==> src/rtl/pa_pkg.sv <==
package pa_pkg;
   localparam int unsigned REG_W = 8;
   localparam logic [1:0] ADDR_CNT  = 2'd0;
   localparam logic [1:0] ADDR_MASK = 2'd1;
   localparam logic [1:0] ADDR_FLAG = 2'd2;
   localparam int unsigned BIT_WRAP = 5;
   localparam int unsigned BIT_IN   = 4;
   // enable-register bits that hold storage; 3 and 2 are fixed at zero
   localparam logic [REG_W-1:0] MASK_KEEP = 8'hF3;
endpackage

==> src/rtl/pa_sync.sv <==
module pa_sync #(
   parameter int unsigned STAGES = 2
) (
   input  logic clk,
   input  logic rst_n,
   input  logic d_async,
   output logic q_sync
);
   generate
      if (STAGES < 2) begin : g_bad
         $error("pa_sync: STAGES must be at least 2");
      end
   endgenerate

   logic [STAGES-1:0] chain_q;

   always_ff @(posedge clk) begin
      if (!rst_n) chain_q <= '0;
      else        chain_q <= {chain_q[STAGES-2:0], d_async};
   end

   assign q_sync = chain_q[STAGES-1];
endmodule

==> src/rtl/pa_edge.sv <==
module pa_edge (
   input  logic clk,
   input  logic rst_n,
   input  logic lvl,
   input  logic pol,
   output logic active,
   output logic lead,
   output logic trail
);
   logic lvl_d;
   logic act_d;

   always_ff @(posedge clk) begin
      if (!rst_n) lvl_d <= 1'b0;
      else        lvl_d <= lvl;
   end

   // polarity is applied after the register, so a polarity change alone
   // never looks like an edge
   assign active = pol ? lvl : ~lvl;
   assign act_d  = pol ? lvl_d : ~lvl_d;
   assign lead   = active & ~act_d;
   assign trail  = ~active & act_d;
endmodule

==> src/rtl/pa_gate_div.sv <==
module pa_gate_div #(
   parameter int unsigned DIV = 64
) (
   input  logic clk,
   input  logic rst_n,
   input  logic run,
   output logic tick
);
   localparam int unsigned W = (DIV < 2) ? 1 : $clog2(DIV);
   localparam logic [W-1:0] LAST = W'(DIV - 1);

   logic [W-1:0] div_q;

   generate
      if (DIV < 2) begin : g_bad
         $error("pa_gate_div: DIV must be at least 2");
         assign tick = run;
         always_ff @(posedge clk) div_q <= '0;
      end else if ((DIV & (DIV - 1)) == 0) begin : g_pow2
         // power of two: natural wrap of the counter marks the period
         assign tick = run & (&div_q);
         always_ff @(posedge clk) begin
            if (!rst_n || !run) div_q <= '0;
            else                div_q <= div_q + 1'b1;
         end
      end else begin : g_cmp
         assign tick = run & (div_q == LAST);
         always_ff @(posedge clk) begin
            if (!rst_n || !run || tick) div_q <= '0;
            else                        div_q <= div_q + 1'b1;
         end
      end
   endgenerate

   assert_tick_needs_run_R5: assert property (@(posedge clk) disable iff (!rst_n)
      tick |-> run);
endmodule

==> src/rtl/pa_counter.sv <==
module pa_counter #(
   parameter int unsigned W = 8
) (
   input  logic         clk,
   input  logic         rst_n,
   input  logic         wr,
   input  logic [W-1:0] wdata,
   input  logic         inc,
   output logic [W-1:0] cnt,
   output logic         wrap
);
   generate
      if (W < 2) begin : g_bad
         $error("pa_counter: W must be at least 2");
      end
   endgenerate

   logic [W-1:0] cnt_q;

   // no reset term: the accumulator keeps its contents across reset
   always_ff @(posedge clk) begin
      if (wr)       cnt_q <= wdata;
      else if (inc) cnt_q <= cnt_q + 1'b1;
   end

   assign cnt  = cnt_q;
   assign wrap = inc & ~wr & (&cnt_q);

   assert_write_wins_R11: assert property (@(posedge clk) disable iff (!rst_n)
      $past(wr) |-> cnt_q == $past(wdata));

   assert_single_step_R3: assert property (@(posedge clk) disable iff (!rst_n)
      (!$past(wr) && cnt_q != $past(cnt_q)) |-> cnt_q == $past(cnt_q) + W'(1));
endmodule

==> src/rtl/pa_regs.sv <==
module pa_regs
   import pa_pkg::*;
(
   input  logic             clk,
   input  logic             rst_n,
   input  logic             sel,
   input  logic             wr,
   input  logic [1:0]       addr,
   input  logic [REG_W-1:0] wdata,
   input  logic [REG_W-1:0] cnt,
   input  logic             in_evt,
   input  logic             wrap_evt,
   output logic             cnt_wr,
   output logic [REG_W-1:0] rdata,
   output logic             irq
);
   logic [REG_W-1:0] mask_q;
   logic             wrap_q;
   logic             in_q;
   logic             mask_wr;
   logic             flag_wr;
   logic [REG_W-1:0] flag_view;

   assign cnt_wr  = sel & wr & (addr == ADDR_CNT);
   assign mask_wr = sel & wr & (addr == ADDR_MASK);
   assign flag_wr = sel & wr & (addr == ADDR_FLAG);

   always_ff @(posedge clk) begin
      if (!rst_n)       mask_q <= '0;
      else if (mask_wr) mask_q <= wdata & MASK_KEEP;
   end

   // a new event outranks a simultaneous clear
   always_ff @(posedge clk) begin
      if (!rst_n) begin
         wrap_q <= 1'b0;
         in_q   <= 1'b0;
      end else begin
         if (wrap_evt)                        wrap_q <= 1'b1;
         else if (flag_wr && wdata[BIT_WRAP]) wrap_q <= 1'b0;
         if (in_evt)                          in_q   <= 1'b1;
         else if (flag_wr && wdata[BIT_IN])   in_q   <= 1'b0;
      end
   end

   always_comb begin
      flag_view = '0;
      flag_view[BIT_WRAP] = wrap_q;
      flag_view[BIT_IN]   = in_q;
   end

   always_comb begin
      case (addr)
         ADDR_CNT:  rdata = cnt;
         ADDR_MASK: rdata = mask_q;
         ADDR_FLAG: rdata = flag_view;
         default:   rdata = '0;
      endcase
   end

   assign irq = (wrap_q & mask_q[BIT_WRAP]) | (in_q & mask_q[BIT_IN]);

   assert_wrap_source_R7: assert property (@(posedge clk) disable iff (!rst_n)
      $rose(wrap_q) |-> $past(wrap_evt));

   assert_w1c_only_R8: assert property (@(posedge clk) disable iff (!rst_n)
      $fell(wrap_q) |-> $past(flag_wr && wdata[BIT_WRAP]));

   assert_w0_keeps_R8: assert property (@(posedge clk) disable iff (!rst_n)
      ($past(in_q) && !$past(flag_wr && wdata[BIT_IN])) |-> in_q);

   assert_irq_needs_flag_R10: assert property (@(posedge clk) disable iff (!rst_n)
      irq |-> (wrap_q || in_q));
endmodule

==> src/rtl/pulse_acc_top.sv <==
module pulse_acc_top #(
   parameter int unsigned DATA_W      = 8,
   parameter int unsigned SYNC_STAGES = 2,
   parameter int unsigned GATE_DIV    = 64
) (
   input  logic              clk,
   input  logic              rst_n,
   input  logic              bus_sel,
   input  logic              bus_wr,
   input  logic [1:0]        bus_addr,
   input  logic [DATA_W-1:0] bus_wdata,
   output logic [DATA_W-1:0] bus_rdata,
   input  logic              pa_pin,
   input  logic              edge_pol,
   input  logic              gated_mode,
   output logic              irq
);
   generate
      if (DATA_W != pa_pkg::REG_W) begin : g_bad
         $error("pulse_acc_top: DATA_W must equal the register width");
      end
   endgenerate

   logic              pin_s;
   logic              gate_on;
   logic              lead;
   logic              trail;
   logic              tick;
   logic              inc;
   logic              in_evt;
   logic              wrap;
   logic              cnt_wr;
   logic [DATA_W-1:0] cnt;

   pa_sync #(.STAGES(SYNC_STAGES)) u_sync (
      .clk(clk), .rst_n(rst_n), .d_async(pa_pin), .q_sync(pin_s)
   );

   pa_edge u_edge (
      .clk(clk), .rst_n(rst_n), .lvl(pin_s), .pol(edge_pol),
      .active(gate_on), .lead(lead), .trail(trail)
   );

   pa_gate_div #(.DIV(GATE_DIV)) u_div (
      .clk(clk), .rst_n(rst_n), .run(gated_mode & gate_on), .tick(tick)
   );

   assign inc    = gated_mode ? tick : lead;
   assign in_evt = gated_mode ? trail : lead;

   pa_counter #(.W(DATA_W)) u_cnt (
      .clk(clk), .rst_n(rst_n), .wr(cnt_wr), .wdata(bus_wdata),
      .inc(inc), .cnt(cnt), .wrap(wrap)
   );

   pa_regs u_regs (
      .clk(clk), .rst_n(rst_n), .sel(bus_sel), .wr(bus_wr),
      .addr(bus_addr), .wdata(bus_wdata), .cnt(cnt),
      .in_evt(in_evt), .wrap_evt(wrap), .cnt_wr(cnt_wr),
      .rdata(bus_rdata), .irq(irq)
   );

   assert_gate_hold_R5: assert property (@(posedge clk) disable iff (!rst_n)
      $past(gated_mode && !gate_on && !cnt_wr) |-> $stable(cnt));
endmodule

==> config.mk <==
export PLATFORM = sky130hd
export DESIGN_NAME = pulse_acc_top
export DESIGN_NICKNAME = d
export VERILOG_FILES = /design/src/rtl/pa_pkg.sv /design/src/rtl/pa_sync.sv /design/src/rtl/pa_edge.sv /design/src/rtl/pa_gate_div.sv /design/src/rtl/pa_counter.sv /design/src/rtl/pa_regs.sv /design/src/rtl/pulse_acc_top.sv
export SDC_FILE = /design/constraint.sdc
export NUM_CORES = 1
export LEC_CHECK = 0
export BUFFER_PORTS_ARGS = -buffer_cell sky130_fd_sc_hd__buf_4
export CAP_MARGIN = 30
export CORE_MARGIN = 5
export CORE_UTILIZATION = 48
export CTS_BUF_LIST = sky130_fd_sc_hd__clkbuf_4 sky130_fd_sc_hd__clkbuf_8 sky130_fd_sc_hd__clkbuf_16
export DETAILED_ROUTE_END_ITERATION = 8
export GPL_TIMING_DRIVEN = 0
export HOLD_SLACK_MARGIN = 0.1
export PLACE_DENSITY = 0.74
export REMOVE_ABC_BUFFERS = 1
export SYNTH_ARGS = -nofsm -noshare
export SYNTH_HDL_FRONTEND = slang
export SYNTH_SLANG_ARGS = --single-unit
==> constraint.sdc <==
create_clock -name clk -period 2.1 [get_ports clk]
set_clock_uncertainty 0.15 [all_clocks]
set_input_delay 0.315 -clock clk [delete_from_list [all_inputs] [get_ports clk]]
set_output_delay 0.315 -clock clk [all_outputs]
set_load 0.01 [all_outputs]
==> impl.org <==
** Power and ir drop
- Net switching power figure :: 0.000226 W
- Cell internal power was estimated by the tool at a little under 0.0007 W.
- Summed over all cells, the static leakage comes to around 0.65 nW.
- Of the total power, registers draw between 60% and 70%.
- VDD sags by at most between 400 and 500 uV.
- Power consumption :: around 0.0009 W
- The clock network burns 24.7% of the power.
- Net switching is 24.8% of the power.
- Ratio of total power to cell area :: about 590 nW/um^2
- Combinational logic is responsible for between 10% and 20% of the overall power.

** Final layout
- Antenna cell count :: 0
- Synthesis-to-finish area growth :: 19.9%
- Fraction of layout instances using a drive strength above 1 :: about a fifth
- The filler cells instantiated in the layout total around 220.
- The count of cells in the finished layout, fillers not included, comes to 193.
- The final layout contains 183 nets.

** Clocking
- Maximum count of clock buffers along a single path :: 2
- Clk pin slew, worst setup/hold paths :: around 0.13 ns
- Clock tree synthesis selected as its root buffer the cell clkbuf_4.
- Number of clock buffers inserted by TritonCTS :: 3
- Worst-skew pair later-pin latency :: 0.31 ns
- Count of instances resized after the clock tree is built :: 0
- Clock H-tree levels :: 1
- Clock sinks :: 25
- TritonCTS built the clock tree.

** Floorplanning
- After floorplanning, the core was sized to cover around 2500 um^2.
- Number of cell rows :: 18
- Width of the die :: slightly above 60 um
- The die is roughly 62 um tall.
- Pin placement for this block handled 26 I/O pins.
- Die Area :: about 3800 um^2
- The initial utilization of the core area, before any placement, comes to about half.

** STA
- Setup repair after global routing left no endpoint under its margin.
- Setup violations remaining at the end of the flow were counted as 0.
- Fin. Hold Viols :: 0
- Setup total negative slack on the finished layout was measured at 0 ns.
- Headroom to the max-slew limit came out at a little under three fifths.
- Static timing analysis puts the maximum clock frequency at approximately 500 MHz.
- Counting I/O delays and the setup requirement, the final critical path takes between 1.5 and 2 ns.
- For the pin with the worst max-slew slack, the measured transition is around 0.65 ns.
- The final critical path takes up between 90% and 100% of the cycle.
- Final count of pins violating max slew :: 0
- Final hold analysis gives a worst-case slack of 0.102 ns.

** Min path
- In this run the most critical hold path is launched from bus_wdata[1].
- Worst min-delay path category :: in2reg
- Along the worst hold path, the cell count comes to 3.
- For hold timing, the worst endpoint is u_regs.mask_q[1].

** Setup path
- Critical path capture point type :: flip-flop
- STA classifies the critical path startpoint as a flip-flop.
- For the worst setup path, the data required time is approximately 2.0 ns.
- Critical Path Fanout Max :: 6
- Arrival @ worst endpoint :: between 1.5 and 2 ns
- Register-to-register setup slack :: between 0.1 and 0.15 ns
- Critical path class :: reg2reg
- Worst reg2reg endpoint :: u_cnt.cnt[5]
- Origin of the critical flop-to-flop path :: u_div.div_q[0]
- Number of cells on the worst reg-to-reg path :: 5

** Place
- Placer's final routability congestion estimate :: approximately 0.76
- Counting tap cells, the placed design contains a total of 188 instances.
- Sum of net half-perimeters after detailed placement :: 2.00 mm
- Input and output buffers added on the ports amount to 25.

** Synthesis
- Share of synthesized area occupied by flip-flops and latches :: between 40% and 50%
- Gate count of the mapped netlist :: around 140
- Counting distinct cell types in the post-synthesis netlist gives 33.
- Warning count from the yosys run :: 0
- Cell taking the most area after synthesis :: dfxtp_1
- Synth Cell Area :: 1290 um^2
- Synth area leaders :: dfxtp_1, edfxtp_1, mux2i_1, nor2b_1, o21ai_0
- Average footprint of a synthesized cell :: approximately 9.5 um^2
- FF+latch count, synth :: 25
- The share of synthesized area in the top cell type comes to a little over a quarter.

** Detailed routing
- Vias :: between 1000 and 1500
- Dividing the detail-routed via count by the number of cells gives around 5.4.
- The final layout contains routed wiring with a total length of 2.64 mm.
- Post-route ant nets :: 0
- WL per Instance :: between 10 and 15 um
- Number of iterations in the first detailed-routing pass :: 4
- The first routing iteration left 33 violations.
- DRC errors left :: 0

** Global routing
- For this run the aggregate overflow at the end of global routing stands at 0.
- The initial antenna violation count was 0.
- Overall routing resource usage :: ~16%
- Entering global routing, the biggest net connects 14 pins.
- Vias in the first global route :: slightly above 1000
- The first global-routing pass estimated approximately 4.5 mm of wire.

** Status
- The run finished with clean final reports.

** Flow run
- The tool flagged a number of max-cap violations equal to 0.
## critical path, stage by stage, from the launching register on
cell and delay (ns):
dfxtp_1 0.38, ha_1 0.19, and3_1 0.20, a41oi_1 0.15, o21ai_0 0.38, buf_4 0.24
## sequential cells by signal, indices dropped and copies added (netlist names)
| register | count |
|---|---|
| u_regs.wrap_q | 1 |
| u_edge.lvl_d | 1 |
| u_div.div_q | 6 |
| u_cnt.cnt | 8 |
| u_sync.chain_q | 2 |
| u_regs.mask_q | 6 |
| u_regs.in_q | 1 |
## repair_timing
item	4_1_cts	5_1_grt
buffers inserted	0	0
hold buffers	1	0
hold endpoints to repair	1	0
## kinds of logic (layout without fill, tap and decap cells)
kind of cell               Yosys count  in the layout  synth area share, %
AOI/OAI and AO/OA                   20             20                 9.80
xor gates and xnor gates             8              8                 5.43
adders and majority gates            2              2                 1.94
buffers and inverters               10             37                 3.10
DFF                                 25             25                 45.0
muxes                               13             13                 10.1
and+or+nand+nor                     58             58                 24.6
## metrics by stage
step / setup WS, ns / utilization (%) / instance area (um^2)
finish: 0.137 / 61.3 / 1550
global route: 0.00991 / 61.3 / 1550
CTS: 0.107 / 61.3 / 1550
detailed placement: 0.141 / 59.7 / 1510
global placement: -0.340 / 59.2 / 1490
floorplan: 0.0879 / - / 1270
## cell usage after synthesis
cell       instances
nand4_2            1
o211ai_1           3
a21boi_0           1
o41ai_1            1
or4_1              2
edfxtp_1           8
a41oi_1            1
xnor2_1            5
nand3_1            8
nand2_1           12
mux2i_1           13
nor4bb_1           1
ha_1               2
buf_2              2
or3_1              2
and2_1             3
nand4b_1           2
dfxtp_1           17
clkbuf_1           3
o21ai_0            9
xor2_1             3
inv_1              5
or2_0              1
a31oi_1            1
nor2_1            12
nand4_1            1
nand4bb_1          1
a221oi_1           1
and3_1             1
a22o_1             1
nor3b_1            2
nor2b_1            9
a21oi_1            2
## power groups by stage
stage	registers (W)	clock network, W	logic, W
after global placement	0.000556	0	0.000131
after CTS	0.000547	0.000230	0.000139
after detailed placement	0.000558	0	0.000137
after floorplan	0.000551	0	0.0000720
after global routing	0.000551	0.000248	0.000154
final	0.000547	0.000224	0.000138
## cell type report
class                           instances  area, um^2  share of cell area, %
Clock buffer                            4        30.0                   1.94
Inverter                                5        18.8                   1.21
Multi-Input combinational cell        101         669                   43.3
Sequential cell                        25         581                   37.5
Tap cell                               30        37.5                   2.43
Timing Repair Buffer                   28         210                   13.6
## layout by cell type, fill, tap and decap left out
cell type / Yosys / routed
and3_1: 1 / 1
a41oi_1: 1 / 1
nand4_1: 1 / 1
dlygate4sd3_1: 0 / 1
edfxtp_1: 8 / 8
or2_0: 1 / 1
buf_4: 0 / 26
o211ai_1: 3 / 3
a21oi_1: 2 / 2
nand2_1: 12 / 12
nand4b_1: 2 / 2
or4_1: 2 / 2
ha_1: 2 / 2
and2_1: 3 / 3
xor2_1: 3 / 3
nand4_2: 1 / 1
mux2i_1: 13 / 13
a221oi_1: 1 / 1
inv_1: 5 / 5
buf_2: 2 / 1
o21ai_0: 9 / 9
nor2b_1: 9 / 9
nor4bb_1: 1 / 1
nor3b_1: 2 / 2
a22o_1: 1 / 1
a31oi_1: 1 / 1
clkbuf_4: 0 / 4
nand4bb_1: 1 / 1
nand3_1: 8 / 8
nor2_1: 12 / 12
or3_1: 2 / 2
xnor2_1: 5 / 5
o41ai_1: 1 / 1
a21boi_0: 1 / 1
dfxtp_1: 17 / 17
## how the worst max path moves through the flow
stage	to	slack (ns)	cells after the start	startpoint
final	u_cnt.cnt[5]	0.14	5	u_div.div_q[0]
after global routing	u_cnt.cnt[3]	0.01	5	u_div.div_q[0]
after CTS	u_cnt.cnt[3]	0.11	5	u_div.div_q[0]
after detailed placement	u_cnt.cnt[2]	0.14	5	u_div.div_q[0]
after global placement	u_cnt.cnt[7]	-0.34	4	bus_addr[0]
after floorplan	u_cnt.cnt[0]	0.09	4	u_div.div_q[0]
## routing by layer
layer  up-vias  routed length (um)  track usage (%)
li1        541                   -                -
met1       482                1240             21.0
met2        24                1220             25.3
met3         4                 156             2.27
met4         0                  30             5.76
met5         -                   0                0
No activity file was read; power rests on OpenSTA's default activity.
